[src/rtl/regbank_pkg.sv]
// Shared constants and write rules for the peripheral register bank.
// Assumes 16-bit slots indexed by halfword address; slot order is fixed
// because the peripherals decode reg_view by position.
package regbank_pkg;

    localparam int unsigned HW     = 16;
    localparam int unsigned NREG   = 14;
    localparam int unsigned STAT_W = 3;
    localparam int unsigned CHAN_W = 4;

    localparam int unsigned IDX_STAT = 0;
    localparam int unsigned IDX_LINE = 1;
    localparam int unsigned IDX_SNDM = 2;
    localparam int unsigned IDX_CH0  = 3;
    localparam int unsigned IDX_CH1  = 4;
    localparam int unsigned IDX_DCNT = 5;
    localparam int unsigned IDX_SRCL = 6;
    localparam int unsigned IDX_SRCH = 7;
    localparam int unsigned IDX_TMR  = 8;
    localparam int unsigned IDX_WAIT = 9;
    localparam int unsigned IDX_SER  = 10;
    localparam int unsigned IDX_IEN  = 11;
    localparam int unsigned IDX_IFLG = 12;
    localparam int unsigned IDX_DBG  = 13;

    localparam logic [15:0] MSK_STAT = 16'hFFF8;
    localparam logic [15:0] MSK_SNDM = 16'h0080;
    localparam logic [15:0] MSK_TMR  = 16'h00C7;
    localparam logic [15:0] MSK_WAIT = 16'h5FFF;
    localparam logic [15:0] MSK_SER  = 16'hC1FF;
    localparam logic [15:0] DBG_KEY  = 16'hC0DE;
    localparam logic [15:0] DBG_ID   = 16'h1DEA;

    localparam int unsigned SND_EN_BIT = 7;

    // Next stored value of slot idx for an already byte-merged write value.
    function automatic logic [15:0] apply_rule(int unsigned idx,
                                               logic [15:0] old,
                                               logic [15:0] val);
        case (idx)
            IDX_STAT: return val & MSK_STAT;
            IDX_LINE: return old;
            IDX_SNDM: return val & MSK_SNDM;
            IDX_TMR:  return val & MSK_TMR;
            IDX_WAIT: return val & MSK_WAIT;
            IDX_SER:  return val & MSK_SER;
            IDX_IFLG: return old & ~val;
            default:  return val;
        endcase
    endfunction

endpackage

[src/rtl/regbank_lane.sv]
// One halfword access lane: decodes whether the slot is mapped and merges
// the lane's bytes with the stored halfword. Assumes byte enables are
// already resolved by the top level.
module regbank_lane
    import regbank_pkg::*;
#(
    parameter int unsigned IW = 7
) (
    input  logic              en,
    input  logic [IW-1:0]     idx,
    input  logic [1:0]        be,
    input  logic [15:0]       data,
    input  logic [NREG*HW-1:0] mem_flat,
    output logic              mapped,
    output logic              wr,
    output logic [15:0]       merged
);

    logic [15:0] old;

    // Slot decode and byte merge against the stored halfword.
    always_comb begin
        mapped = (32'(idx) < NREG);
        old    = mapped ? mem_flat[int'(idx)*HW +: HW] : '0;
        merged = {be[1] ? data[15:8] : old[15:8],
                  be[0] ? data[7:0]  : old[7:0]};
        wr     = en && mapped;
    end

endmodule

[src/rtl/regbank_store.sv]
// Storage for all slots. Each slot applies its write rule from the package;
// the interrupt-flag slot also ORs in irq_set after any clear. Assumes the
// two lanes never target the same slot in one cycle.
module regbank_store
    import regbank_pkg::*;
#(
    parameter int unsigned IW = 7
) (
    input  logic               clk,
    input  logic               rst_n,
    input  logic               wr0,
    input  logic [IW-1:0]      idx0,
    input  logic [15:0]        val0,
    input  logic               wr1,
    input  logic [IW-1:0]      idx1,
    input  logic [15:0]        val1,
    input  logic [15:0]        irq_set,
    output logic [NREG*HW-1:0] mem_flat
);

    for (genvar g = 0; g < NREG; g++) begin : g_slot
        logic [15:0] q;
        logic [15:0] d;
        logic        hit0;
        logic        hit1;

        // Next value: lane write through the slot rule, then flag sets.
        always_comb begin
            hit0 = wr0 && (32'(idx0) == 32'(g));
            hit1 = wr1 && (32'(idx1) == 32'(g));
            d    = q;
            if (hit0)      d = apply_rule(g, q, val0);
            else if (hit1) d = apply_rule(g, q, val1);
            if (g == IDX_IFLG) d = d | irq_set;
        end

        // Slot register with synchronous reset to zero.
        always_ff @(posedge clk) begin
            if (!rst_n) q <= '0;
            else        q <= d;
        end

        assign mem_flat[g*HW +: HW] = q;

        if (g == IDX_IFLG) begin : g_flag_chk
            // a flag bit only rises in a cycle after irq_set drove it
            a_r3_no_spurious_set: assert property (@(posedge clk) disable iff (!rst_n)
                (q & ~$past(q) & ~$past(irq_set)) == 16'h0000);
        end
        if (g == IDX_TMR) begin : g_tmr_chk
            a_r9_timer_mask: assert property (@(posedge clk) disable iff (!rst_n)
                (q & ~MSK_TMR) == 16'h0000);
        end
        if (g == IDX_SER) begin : g_ser_chk
            a_r9_serial_mask: assert property (@(posedge clk) disable iff (!rst_n)
                (q & ~MSK_SER) == 16'h0000);
        end
        if (g == IDX_LINE) begin : g_line_chk
            a_r4_line_never_stored: assert property (@(posedge clk) disable iff (!rst_n)
                q == 16'h0000);
        end
    end

endmodule

[src/rtl/regbank_rdview.sv]
// Read shaping for one lane: live status bits, read-only counter, gated
// sound channels, write-only slots and the debug identity value. Assumes
// mapped comes from the matching lane decode.
module regbank_rdview
    import regbank_pkg::*;
#(
    parameter int unsigned IW     = 7,
    parameter int unsigned LINE_W = 8
) (
    input  logic [IW-1:0]       idx,
    input  logic                mapped,
    input  logic [NREG*HW-1:0]  mem_flat,
    input  logic [STAT_W-1:0]   stat_in,
    input  logic [LINE_W-1:0]   line_in,
    input  logic [CHAN_W-1:0]   chan_in,
    output logic [15:0]         rd
);

    logic [15:0] q;
    logic        snd_on;
    logic        unlocked;

    // Select the stored halfword and apply the slot's read rule.
    always_comb begin
        q        = mapped ? mem_flat[int'(idx)*HW +: HW] : '0;
        snd_on   = mem_flat[IDX_SNDM*HW + SND_EN_BIT];
        unlocked = (mem_flat[IDX_DBG*HW +: HW] == DBG_KEY);
        rd       = '0;
        if (mapped) begin
            case (32'(idx))
                IDX_STAT: rd = {q[15:STAT_W], stat_in};
                IDX_LINE: rd = 16'(line_in);
                IDX_SNDM: rd = {8'h00, q[SND_EN_BIT], 3'b000, chan_in};
                IDX_CH0, IDX_CH1: rd = snd_on ? q : 16'h0000;
                IDX_DCNT, IDX_SRCL, IDX_SRCH: rd = 16'h0000;
                IDX_DBG:  rd = unlocked ? DBG_ID : 16'h0000;
                default:  rd = q;
            endcase
        end
    end

endmodule

[src/rtl/periph_regbank.sv]
// Top of the peripheral register bank. Splits each bus request into one or
// two halfword lanes, stores writes, shapes reads and registers the read
// data, read-valid and error strobes. Assumes one request per cycle with no
// back-pressure.
module periph_regbank
    import regbank_pkg::*;
#(
    parameter int unsigned ADDR_W = 8,
    parameter int unsigned LINE_W = 8
) (
    input  logic                clk,
    input  logic                rst_n,
    input  logic                req,
    input  logic                we,
    input  logic [1:0]          size,
    input  logic [ADDR_W-1:0]   addr,
    input  logic [31:0]         wdata,
    output logic [31:0]         rdata,
    output logic                rvalid,
    output logic                err,
    input  logic [2:0]          stat_in,
    input  logic [LINE_W-1:0]   line_in,
    input  logic [3:0]          chan_in,
    input  logic [15:0]         irq_set,
    output logic [NREG*HW-1:0]  reg_view,
    output logic                dbg_on
);

    localparam int unsigned IW = ADDR_W - 1;

    logic              is_word, is_byte, is_rd, is_wr;
    logic [IW-1:0]     idx0, idx1;
    logic [1:0]        be0;
    logic [15:0]       d0;
    logic              map0, map1, wr0, wr1;
    logic [15:0]       val0, val1, rv0, rv1;
    logic [31:0]       rsel;
    logic [NREG*HW-1:0] mem_flat;
    logic              err_d;
    logic              snd_on;

    // Request decode into lane indices, byte enables and lane data.
    always_comb begin
        is_word = size[1];
        is_byte = (size == 2'b00);
        is_rd   = req && !we;
        is_wr   = req && we;
        idx0    = is_word ? {addr[ADDR_W-1:2], 1'b0} : addr[ADDR_W-1:1];
        idx1    = {addr[ADDR_W-1:2], 1'b1};
        be0     = is_byte ? (addr[0] ? 2'b10 : 2'b01) : 2'b11;
        d0      = is_byte ? {wdata[7:0], wdata[7:0]} : wdata[15:0];
    end

    regbank_lane #(.IW(IW)) u_lane0 (
        .en(is_wr), .idx(idx0), .be(be0), .data(d0), .mem_flat(mem_flat),
        .mapped(map0), .wr(wr0), .merged(val0)
    );

    regbank_lane #(.IW(IW)) u_lane1 (
        .en(is_wr && is_word), .idx(idx1), .be(2'b11), .data(wdata[31:16]),
        .mem_flat(mem_flat), .mapped(map1), .wr(wr1), .merged(val1)
    );

    regbank_store #(.IW(IW)) u_store (
        .clk(clk), .rst_n(rst_n),
        .wr0(wr0), .idx0(idx0), .val0(val0),
        .wr1(wr1), .idx1(idx1), .val1(val1),
        .irq_set(irq_set), .mem_flat(mem_flat)
    );

    regbank_rdview #(.IW(IW), .LINE_W(LINE_W)) u_rd0 (
        .idx(idx0), .mapped(map0), .mem_flat(mem_flat), .stat_in(stat_in),
        .line_in(line_in), .chan_in(chan_in), .rd(rv0)
    );

    regbank_rdview #(.IW(IW), .LINE_W(LINE_W)) u_rd1 (
        .idx(idx1), .mapped(map1), .mem_flat(mem_flat), .stat_in(stat_in),
        .line_in(line_in), .chan_in(chan_in), .rd(rv1)
    );

    // Read data assembly by access size, and the unmapped-access error.
    always_comb begin
        if (is_word)      rsel = {rv1, rv0};
        else if (is_byte) rsel = {24'h000000, addr[0] ? rv0[15:8] : rv0[7:0]};
        else              rsel = {16'h0000, rv0};
        err_d = req && (!map0 || (is_word && !map1));
    end

    // Registered bus response.
    always_ff @(posedge clk) begin
        if (!rst_n) begin
            rdata  <= '0;
            rvalid <= 1'b0;
            err    <= 1'b0;
        end else begin
            rdata  <= is_rd ? rsel : '0;
            rvalid <= is_rd;
            err    <= err_d;
        end
    end

    assign reg_view = mem_flat;
    assign dbg_on   = (mem_flat[IDX_DBG*HW +: HW] == DBG_KEY);
    assign snd_on   = mem_flat[IDX_SNDM*HW + SND_EN_BIT];

    // err only follows a request
    a_r11_err_after_req: assert property (@(posedge clk) disable iff (!rst_n)
        err |-> $past(req));

    // rvalid only follows a read request
    a_r12_rvalid_after_read: assert property (@(posedge clk) disable iff (!rst_n)
        rvalid |-> $past(req && !we));

    a_r11_unmapped_reads_zero: assert property (@(posedge clk) disable iff (!rst_n)
        (req && !we && size == 2'b01 && !map0) |=> rdata == 32'h0);

    a_r4_line_read: assert property (@(posedge clk) disable iff (!rst_n)
        (req && !we && size == 2'b01 && 32'(idx0) == IDX_LINE)
        |=> rdata == 32'($past(line_in)));

    a_r10_debug_id: assert property (@(posedge clk) disable iff (!rst_n)
        (req && !we && size == 2'b01 && 32'(idx0) == IDX_DBG && dbg_on)
        |=> rdata == {16'h0000, DBG_ID});

    a_r7_gated_channel: assert property (@(posedge clk) disable iff (!rst_n)
        (req && !we && size == 2'b01 && !snd_on &&
         (32'(idx0) == IDX_CH0 || 32'(idx0) == IDX_CH1))
        |=> rdata == 32'h0);

endmodule

[config.mk]
export PLATFORM = sky130hd
export DESIGN_NAME = periph_regbank
export DESIGN_NICKNAME = d
export VERILOG_FILES = /design/src/rtl/regbank_pkg.sv /design/src/rtl/regbank_lane.sv /design/src/rtl/regbank_store.sv /design/src/rtl/regbank_rdview.sv /design/src/rtl/periph_regbank.sv
export SDC_FILE = /design/constraint.sdc
export NUM_CORES = 1
export LEC_CHECK = 0
export ABC_AREA = 1
export ABC_CLOCK_PERIOD_IN_PS = 2260
export BUFFER_PORTS_ARGS = -buffer_cell sky130_fd_sc_hd__buf_2
export CAP_MARGIN = 0
export CELL_PAD_IN_SITES_DETAIL_PLACEMENT = 1
export CELL_PAD_IN_SITES_GLOBAL_PLACEMENT = 2
export CORE_UTILIZATION = 26
export CTS_CLUSTER_SIZE = 24
export DETAILED_ROUTE_END_ITERATION = 10
export GPL_TIMING_DRIVEN = 0
export HOLD_SLACK_MARGIN = 0.15
export PLACE_DENSITY = 0.86
export SYNTH_ARGS = -nofsm -noshare
export SYNTH_HDL_FRONTEND = slang
export SYNTH_HIERARCHICAL = 1
export SYNTH_SLANG_ARGS = --single-unit
[constraint.sdc]
create_clock -name clk -period 2.26 [get_ports clk]
set_clock_uncertainty 0.1 [all_clocks]
set_input_delay 0.452 -clock clk [delete_from_list [all_inputs] [get_ports clk]]
set_output_delay 0.452 -clock clk [all_outputs]
set_load 0.01 [all_outputs]
==> impl_metrics.csv, run 1 <==
group,metric,value,unit
outcome,status,"finished, violations left",
outcome,violations,"negative setup slack",
flow_run,drv_cap,0,
die,boundaryPins,336,
worst_setup_path,cp-endpoint,"u_store/g_slot[0].q[15]$_SDFFE_PN0P_",
timing,rsz0062_at_grt,"yes",
die,initial_utilization,26.2,%
synth,syn_inst,4088,
clock_network,clk_latency,0.58,ns
worst_setup_path,critical-path-max-stage-delay,0.72,ns
worst_setup_path,worst-r2r-setup-slack,-0.10,ns
synth,synth-seq-cells,206,
power_and_ir_drop,p_per_area,416,nW/um2
worst_setup_path,path_buf_inv,1,
synth,synth-edff-count,0,
synth,synthArstFlopShare,0,%
synth,synth.distinct_cells,31,
die,coreArea,80400,um2
routing,vias,30400,
worst_setup_path,reg2reg_from,"u_store/g_slot[0].q[15]$_SDFFE_PN0P_",
die,placementRows,104,
timing,final.period_utilization,105,%
clock_network,cts_sinks,206,
worst_setup_path,worstSetupPathType,"flip-flop to flip-flop",
worst_setup_path,r2r_end,"u_store/g_slot[0].q[15]$_SDFFE_PN0P_",
global_route,grt_pass1_vias,28300,
layout,fillers,11100,
routing,drt-total-wl,153000,um
layout,multi_input_area,14900,um2
worst_setup_path,crit_path_frequent_cell,"nand3_2",
worst_setup_path,critPathLaunch,"u_store/g_slot[0].q[15]$_SDFFE_PN0P_",
worst_setup_path,critPathArrivalTime,2.77,ns
global_route,antenna_found_initial,11,
timing,hold_viol_final,0,
worst_setup_path,reg2regPathDepth,10,
routing,drt-pass1-iter-count,8,
timing,clock.fmax,423,MHz
layout,stdcell_count,5608,
synth,ys_seq_area_share,19.5,%
clock_network,cts_buffers,25,
worst_hold_path,hp-class,"primary input to flip-flop",
clock_network,cts_tree,"yes",
worst_setup_path,cp.depth,10,
global_route,overflow,0,
clock_network,cts-root-buf,"clkbuf_16",
global_route,grt_use_total,35.3,%
worst_setup_path,path_cells,"nand2_1, nand3_1, nand3_2, nand3_4, nand3_2, nand2_4, clkinvlp_4, nand3_2, nand3_2, a21oi_2",
synth,synth_warnings,6,
timing,slew_headroom,34.5,%
worst_setup_path,worst_setup_path_end_kind,"flip-flop",
worst_hold_path,hold_path_depth,3,
worst_setup_path,cp_slowest_cell,"dfxtp_1",
placement,dp_cells,5489,
clock_network,htreeDepth,1,
layout,final_nets,4603,
routing,post-route-drc-count,0,
worst_setup_path,cp-start-kind,"flip-flop",
routing,via_per_inst,5.42,
synth,netlist_area,21100,um2
placement,hpwlAfterDp,118000,um
synth,avgSynthCellArea,5.16,um2
worst_setup_path,cp_max_fo,7,
synth,synthFlopType,"dfxtp_1",
routing,ant_nets,0,
global_route,grt_max_degree,28,
layout,final-seq-area,4200,um2
timing,finalWorstSetupSlack,-0.104,ns
timing,setup_tns,-1.22,ns
die,die_w,287,um
routing,drt_iter0_drc,3469,
layout,drive_gt1_share,20.4,%
worst_setup_path,path_delay_family,"simple AND/OR/NAND/NOR gates",
layout,syn_to_final_growth,28.9,%
power_and_ir_drop,vdd_ir_drop_max,368,uV
power_and_ir_drop,total_power,11.3,mW
timing,tightestPinTransition,0.982,ns
worst_setup_path,worst_ep_required_time,2.67,ns
clock_network,cts_buffer_depth,3,
timing,slew_viol_final,0,
placement,io_buffer_count,281,
routing,wl_per_cell,27.2,um
die,die_y,287,um
timing,fin_crit,2.36,ns
timing,setup_viol,30,
placement,globalplace.congestion,1.05,
power_and_ir_drop,p_leak,13.4,nW
clock_network,clkTransAtPathRegs,0.06,ns
die,die_area,82300,um2
global_route,grt_pass1_wl,208000,um
-- worst min-delay path, cell delays in order --
cell,delay [ns]
buf_2,0.17
nand2_1,0.12
nor2_1,0.05
-- cell families (layout without fill, tap and decap cells) --
logic type             count (synthesis)  after routing  synth area share [%]
and+or+nand+nor                     2761           2761                  54.6
buffers and inverters                750           1147                  16.2
AOI/OAI and AO/OA                    369            369                  9.65
DFF                                  206            206                  19.5
other                                  2             65                0.0356
-- cell usage after synthesis, types with 35 or more instances --
master    instances  area (um2)
a21oi_1         134         671
buf_2            93         465
buf_4           104         781
clkbuf_1         56         210
dfxtp_1         206        4120
inv_1           421        1580
nand2_1        1710        6420
nand3_1         593        2970
nand4_1          35         219
nor2_1          322        1210
o211ai_1         69         518
o21ai_0         126         631
o21ai_1          35         175
-- placed cells by master (no fill, tap or decap), drive strengths merged --
master / count
clkinv: 19
diode: 3
nor2: 347
o21a: 1
nand4: 35
buf: 562
o21ai: 163
nand3: 593
conb: 62
clkbuf: 91
bufinv: 3
o211ai: 69
or2: 40
nand2: 1728
dlygate4sd3: 17
clkinvlp: 14
inv: 441
dfxtp: 206
nand3b: 3
a21oi: 136
nor3: 15
-- where the power goes --
part | internal, mW | switching (mW) | leakage [nW]
registers | 3.65 | 0.109 | 1.69
logic | 0.910 | 2.22 | 11.3
clock network | 2.58 | 1.85 | 0.423
total | 7.13 | 4.19 | 13.4
-- cell type report --
class / count / area share (%)
Multi-Input combinational cell: 3192 / 54.7
Sequential cell: 206 / 15.4
Timing Repair Buffer: 353 / 8.09
Buffer: 284 / 7.00
Inverter: 464 / 6.61
Tap cell: 1060 / 4.88
Clock buffer: 33 / 2.63
Clock inverter: 13 / 0.603
Antenna cell: 3 / 0.0276
-- layer usage --
layer	GRT usage (%)	part of all wire, %
met5	0	0.014
met3	7.87	10
met2	53.5	42
met4	23.9	7.8
met1	44.6	40
-- repair_timing --
action | CTS | global route
hold buffers | 17 | 0
hold endpoints to repair | 17 | 0
gates cloned | 0 | 2
setup endpoints to repair | 208 | 173
setup buffers | 33 | 20
pin swaps | 22 | 98
gates resized for setup | 193 | 231
-- flip-flops by register name (all words and copies together) (netlist names) --
signal and count:
err 1, rdata 32, rvalid 1, u_store/g_slot.q 172
-- worst min-delay path by stage --
stage	startpoint	end	slack, ns
final	rst_n	err$_SDFF_PN0_	0.16
after global routing	rst_n	err$_SDFF_PN0_	0.18
after CTS	rst_n	err$_SDFF_PN0_	0.15
after detailed placement	u_store/g_slot[4].q[10]$_SDFFE_PN0P_	u_store/g_slot[4].q[10]$_SDFFE_PN0P_	0.48
after global placement	u_store/g_slot[4].q[10]$_SDFFE_PN0P_	u_store/g_slot[4].q[10]$_SDFFE_PN0P_	0.47
after floorplan	u_store/g_slot[9].q[14]$_SDFFE_PN0P_	u_store/g_slot[9].q[14]$_SDFFE_PN0P_	0.42
-- metrics by stage --
stage	area, um2	setup slack (ns)	hold slack (ns)	utilization, %
3_3_place_gp	24100	-1.66	0.473	29.9
5_1_grt	27200	-0.108	0.182	33.8
6_report	27200	-0.104	0.159	33.8
3_5_place_dp	24100	-1.66	0.477	29.9
2_1_floorplan	21300	0.0333	0.423	-
4_1_cts	26100	-0.0178	0.151	32.5
(Power assumes the default switching activity.)
==> inputs of run 2 (changes only) <==
- ABC_CLOCK_PERIOD_IN_PS: 2260 -> 2500
- CORE_UTILIZATION: 26 -> 29
- PLACE_DENSITY: 0.86 -> 0.9
- clock period: 2.26 -> 2.5 ns (I/O delays scaled with it)
==> impl_metrics.csv, run 2 (same netlist as run 1, synthesis figures left out) <==
group,metric,value,unit
layout,stdcell_count,5470,
timing,finalWorstSetupSlack,-0.000380,ns
routing,drt-total-wl,151000,um
routing,ant_nets,0,
worst_hold_path,hold_start,"addr[0]",
placement,io_buffer_count,281,
worst_hold_path,hold_path_depth,4,
power_and_ir_drop,internal_power,6.41,mW
placement,pre_cts_slack,-1.91,ns
layout,largest_reg_flops,172,
layout,final_common_cell,"nand2_1",
worst_setup_path,cp-start-kind,"flip-flop",
die,die_area,73800,um2
worst_hold_path,hold_path_end,"rdata[0]$_SDFF_PN0_",
worst_setup_path,cp_max_fo,6,
global_route,use_met2,60.9,%
global_route,grt_use_total,39.4,%
timing,rsz0062_at_grt,"no",
worst_setup_path,reg2reg_from,"u_store/g_slot[0].q[8]$_SDFFE_PN0P_",
layout,fillers,10200,
global_route,overflow,0,
layout,largest-register,"u_store/g_slot.q",
timing,slew_headroom,36.4,%
power_and_ir_drop,p_per_area,393,nW/um2
timing,hold_ws,0.211,ns
clock_network,cts_buffer_depth,3,
layout,final_area,25600,um2
placement,hpwlAfterDp,119000,um
power_and_ir_drop,pwr-share-clk,40.2,%
worst_setup_path,critPathArrivalTime,2.91,ns
clock_network,htreeDepth,1,
worst_setup_path,worst-r2r-setup-slack,-0.0004,ns
timing,final.period_utilization,100,%
worst_setup_path,reg2regPathDepth,10,
flow_run,drv_cap,0,
worst_setup_path,worst_setup_path_end_kind,"flip-flop",
outcome,violations,"negative setup slack",
global_route,met3_usage,8.15,%
power_and_ir_drop,swShare,36.4,%
die,die_w,272,um
clock_network,clk_latency,0.60,ns
layout,reg.largest.list,"u_store/g_slot.q (172), rdata (32)",
routing,wl_per_cell,27.6,um
timing,setup_tns,-0.000380,ns
power_and_ir_drop,total_power,10.1,mW
die,coreArea,71700,um2
layout,final_core_util,35.7,%
global_route,grt_pass1_wl,208000,um
power_and_ir_drop,p_leak,13.1,nW
global_route,top_usage_layer,"met2",
worst_hold_path,hp-class,"primary input to flip-flop",
die,boundaryPins,336,
clock_network,cts_buffers,26,
placement,dp_cells,5379,
layout,drive_gt1_share,16.0,%
die,die_y,272,um
power_and_ir_drop,p_sw,3.67,mW
global_route,grt_max_degree,28,
power_and_ir_drop,seq_power_share,33.7,%
die,initial_utilization,29.4,%
timing,setup_viol,1,
power_and_ir_drop,vdd_ir_drop_max,507,uV
clock_network,cts_tree,"yes",
worst_setup_path,worstSetupPathType,"flip-flop to flip-flop",
routing,post-route-drc-count,0,
worst_setup_path,r2r_end,"u_store/g_slot[13].q[8]$_SDFFE_PN0P_",
routing,drt-pass1-iter-count,8,
power_and_ir_drop,comb_power_share,26.1,%
die,placementRows,98,
routing,via_per_inst,5.51,
timing,slew_viol_final,0,
timing,hold_viol_final,0,
placement,globalplace.congestion,1.05,
global_route,use_met1,50.1,%
clock_network,cts-root-buf,"clkbuf_16",
timing,tightestPinTransition,0.954,ns
clock_network,cts_sinks,206,
timing,clock.fmax,400,MHz
clock_network,clkTransAtPathRegs,0.06,ns
layout,most-common-layout-cells,"nand2_1 (1689), nand3_1 (574), inv_1 (412)",
global_route,antenna_found_initial,7,
layout,syn_to_final_growth,21.5,%
layout,final_nets,4573,
timing,fin_crit,2.50,ns
routing,vias,30100,
global_route,grt_pass1_vias,28300,
placement,postPlaceCellArea,23900,um2
routing,drt_iter0_drc,3245,
worst_setup_path,worst_ep_required_time,2.91,ns
outcome,status,"finished, violations left",
## run 2: changes by cell type in the layout (fill, tap and decap cells not counted), moves of 17 or more
cell     before   now
dfxtp_2      40    13
buf_6        36    13
nand3_1     504   574
nand3_2      68    18
nand2_1    1668  1689
dfxtp_1     159   193
nand3_4      21     1
a21oi_2      23     2
a21oi_1     112   134
nand2_2      38    21
## run 2: power by group through the flow
stage / logic [mW] / registers [mW] / clock network [mW]
final: 2.63 / 3.40 / 4.05
after global routing: 2.73 / 3.39 / 4.20
after CTS: 2.34 / 3.39 / 4.11
after detailed placement: 2.20 / 3.47 / 0
after global placement: 2.19 / 3.47 / 0
after floorplan: 1.37 / 3.41 / 0
## run 2: area by class of cell
class / instances / area [um2] / area share [%]
diodes: 5 / 12.5 / 0.0488
clock buffers: 36 / 748 / 2.92
plain buffers: 283 / 1690 / 6.60
inverters: 464 / 1770 / 6.91
repair buffers: 322 / 1820 / 7.08
clock inverters: 11 / 161 / 0.630
flip-flops and latches: 206 / 4140 / 16.1
well taps: 950 / 1190 / 4.64
multi-input cells: 3193 / 14100 / 55.0
## run 2: what timing repair did
action	4_1_cts	5_1_grt
setup endpoints to repair	205	140
endpoints found under the hold margin	17	0
setup buffers	24	0
gates cloned	1	0
resized for setup	97	34
hold buffers	17	0
pin swaps	17	0
## run 2: worst max path at each step
stage / slack [ns] / end / from
2_1_floorplan: 0.06 / u_store/g_slot[9].q[2]$_SDFFE_PN0P_ / size[1]
5_1_grt: 0.0007 / u_store/g_slot[4].q[8]$_SDFFE_PN0P_ / size[1]
3_3_place_gp: -1.87 / u_store/g_slot[7].q[14]$_SDFFE_PN0P_ / size[1]
4_1_cts: 0.006 / u_store/g_slot[11].q[2]$_SDFFE_PN0P_ / addr[4]
6_report: -0.0004 / u_store/g_slot[13].q[8]$_SDFFE_PN0P_ / u_store/g_slot[0].q[8]$_SDFFE_PN0P_
3_5_place_dp: -1.91 / u_store/g_slot[7].q[14]$_SDFFE_PN0P_ / size[1]
## run 2: critical path, stage by stage, from the launching register on
cell and delay, ns:
dfxtp_1 0.80, nand2_1 0.12, nand3_1 0.11, nand3_1 0.12, nand3_1 0.22, nand3_2 0.20
nand2_4 0.17, clkinvlp_4 0.20, nand3_1 0.15, nand3_1 0.09, a21oi_1 0.13
## run 2: routing by layer
| metal | part of all wire (%) | vias up |
|---|---|---|
| met5 | 0 | - |
| met4 | 7.0 | 0 |
| met2 | 43 | 1749 |
| met3 | 9.6 | 365 |
| met1 | 40 | 14500 |
| li1 | - | 13500 |
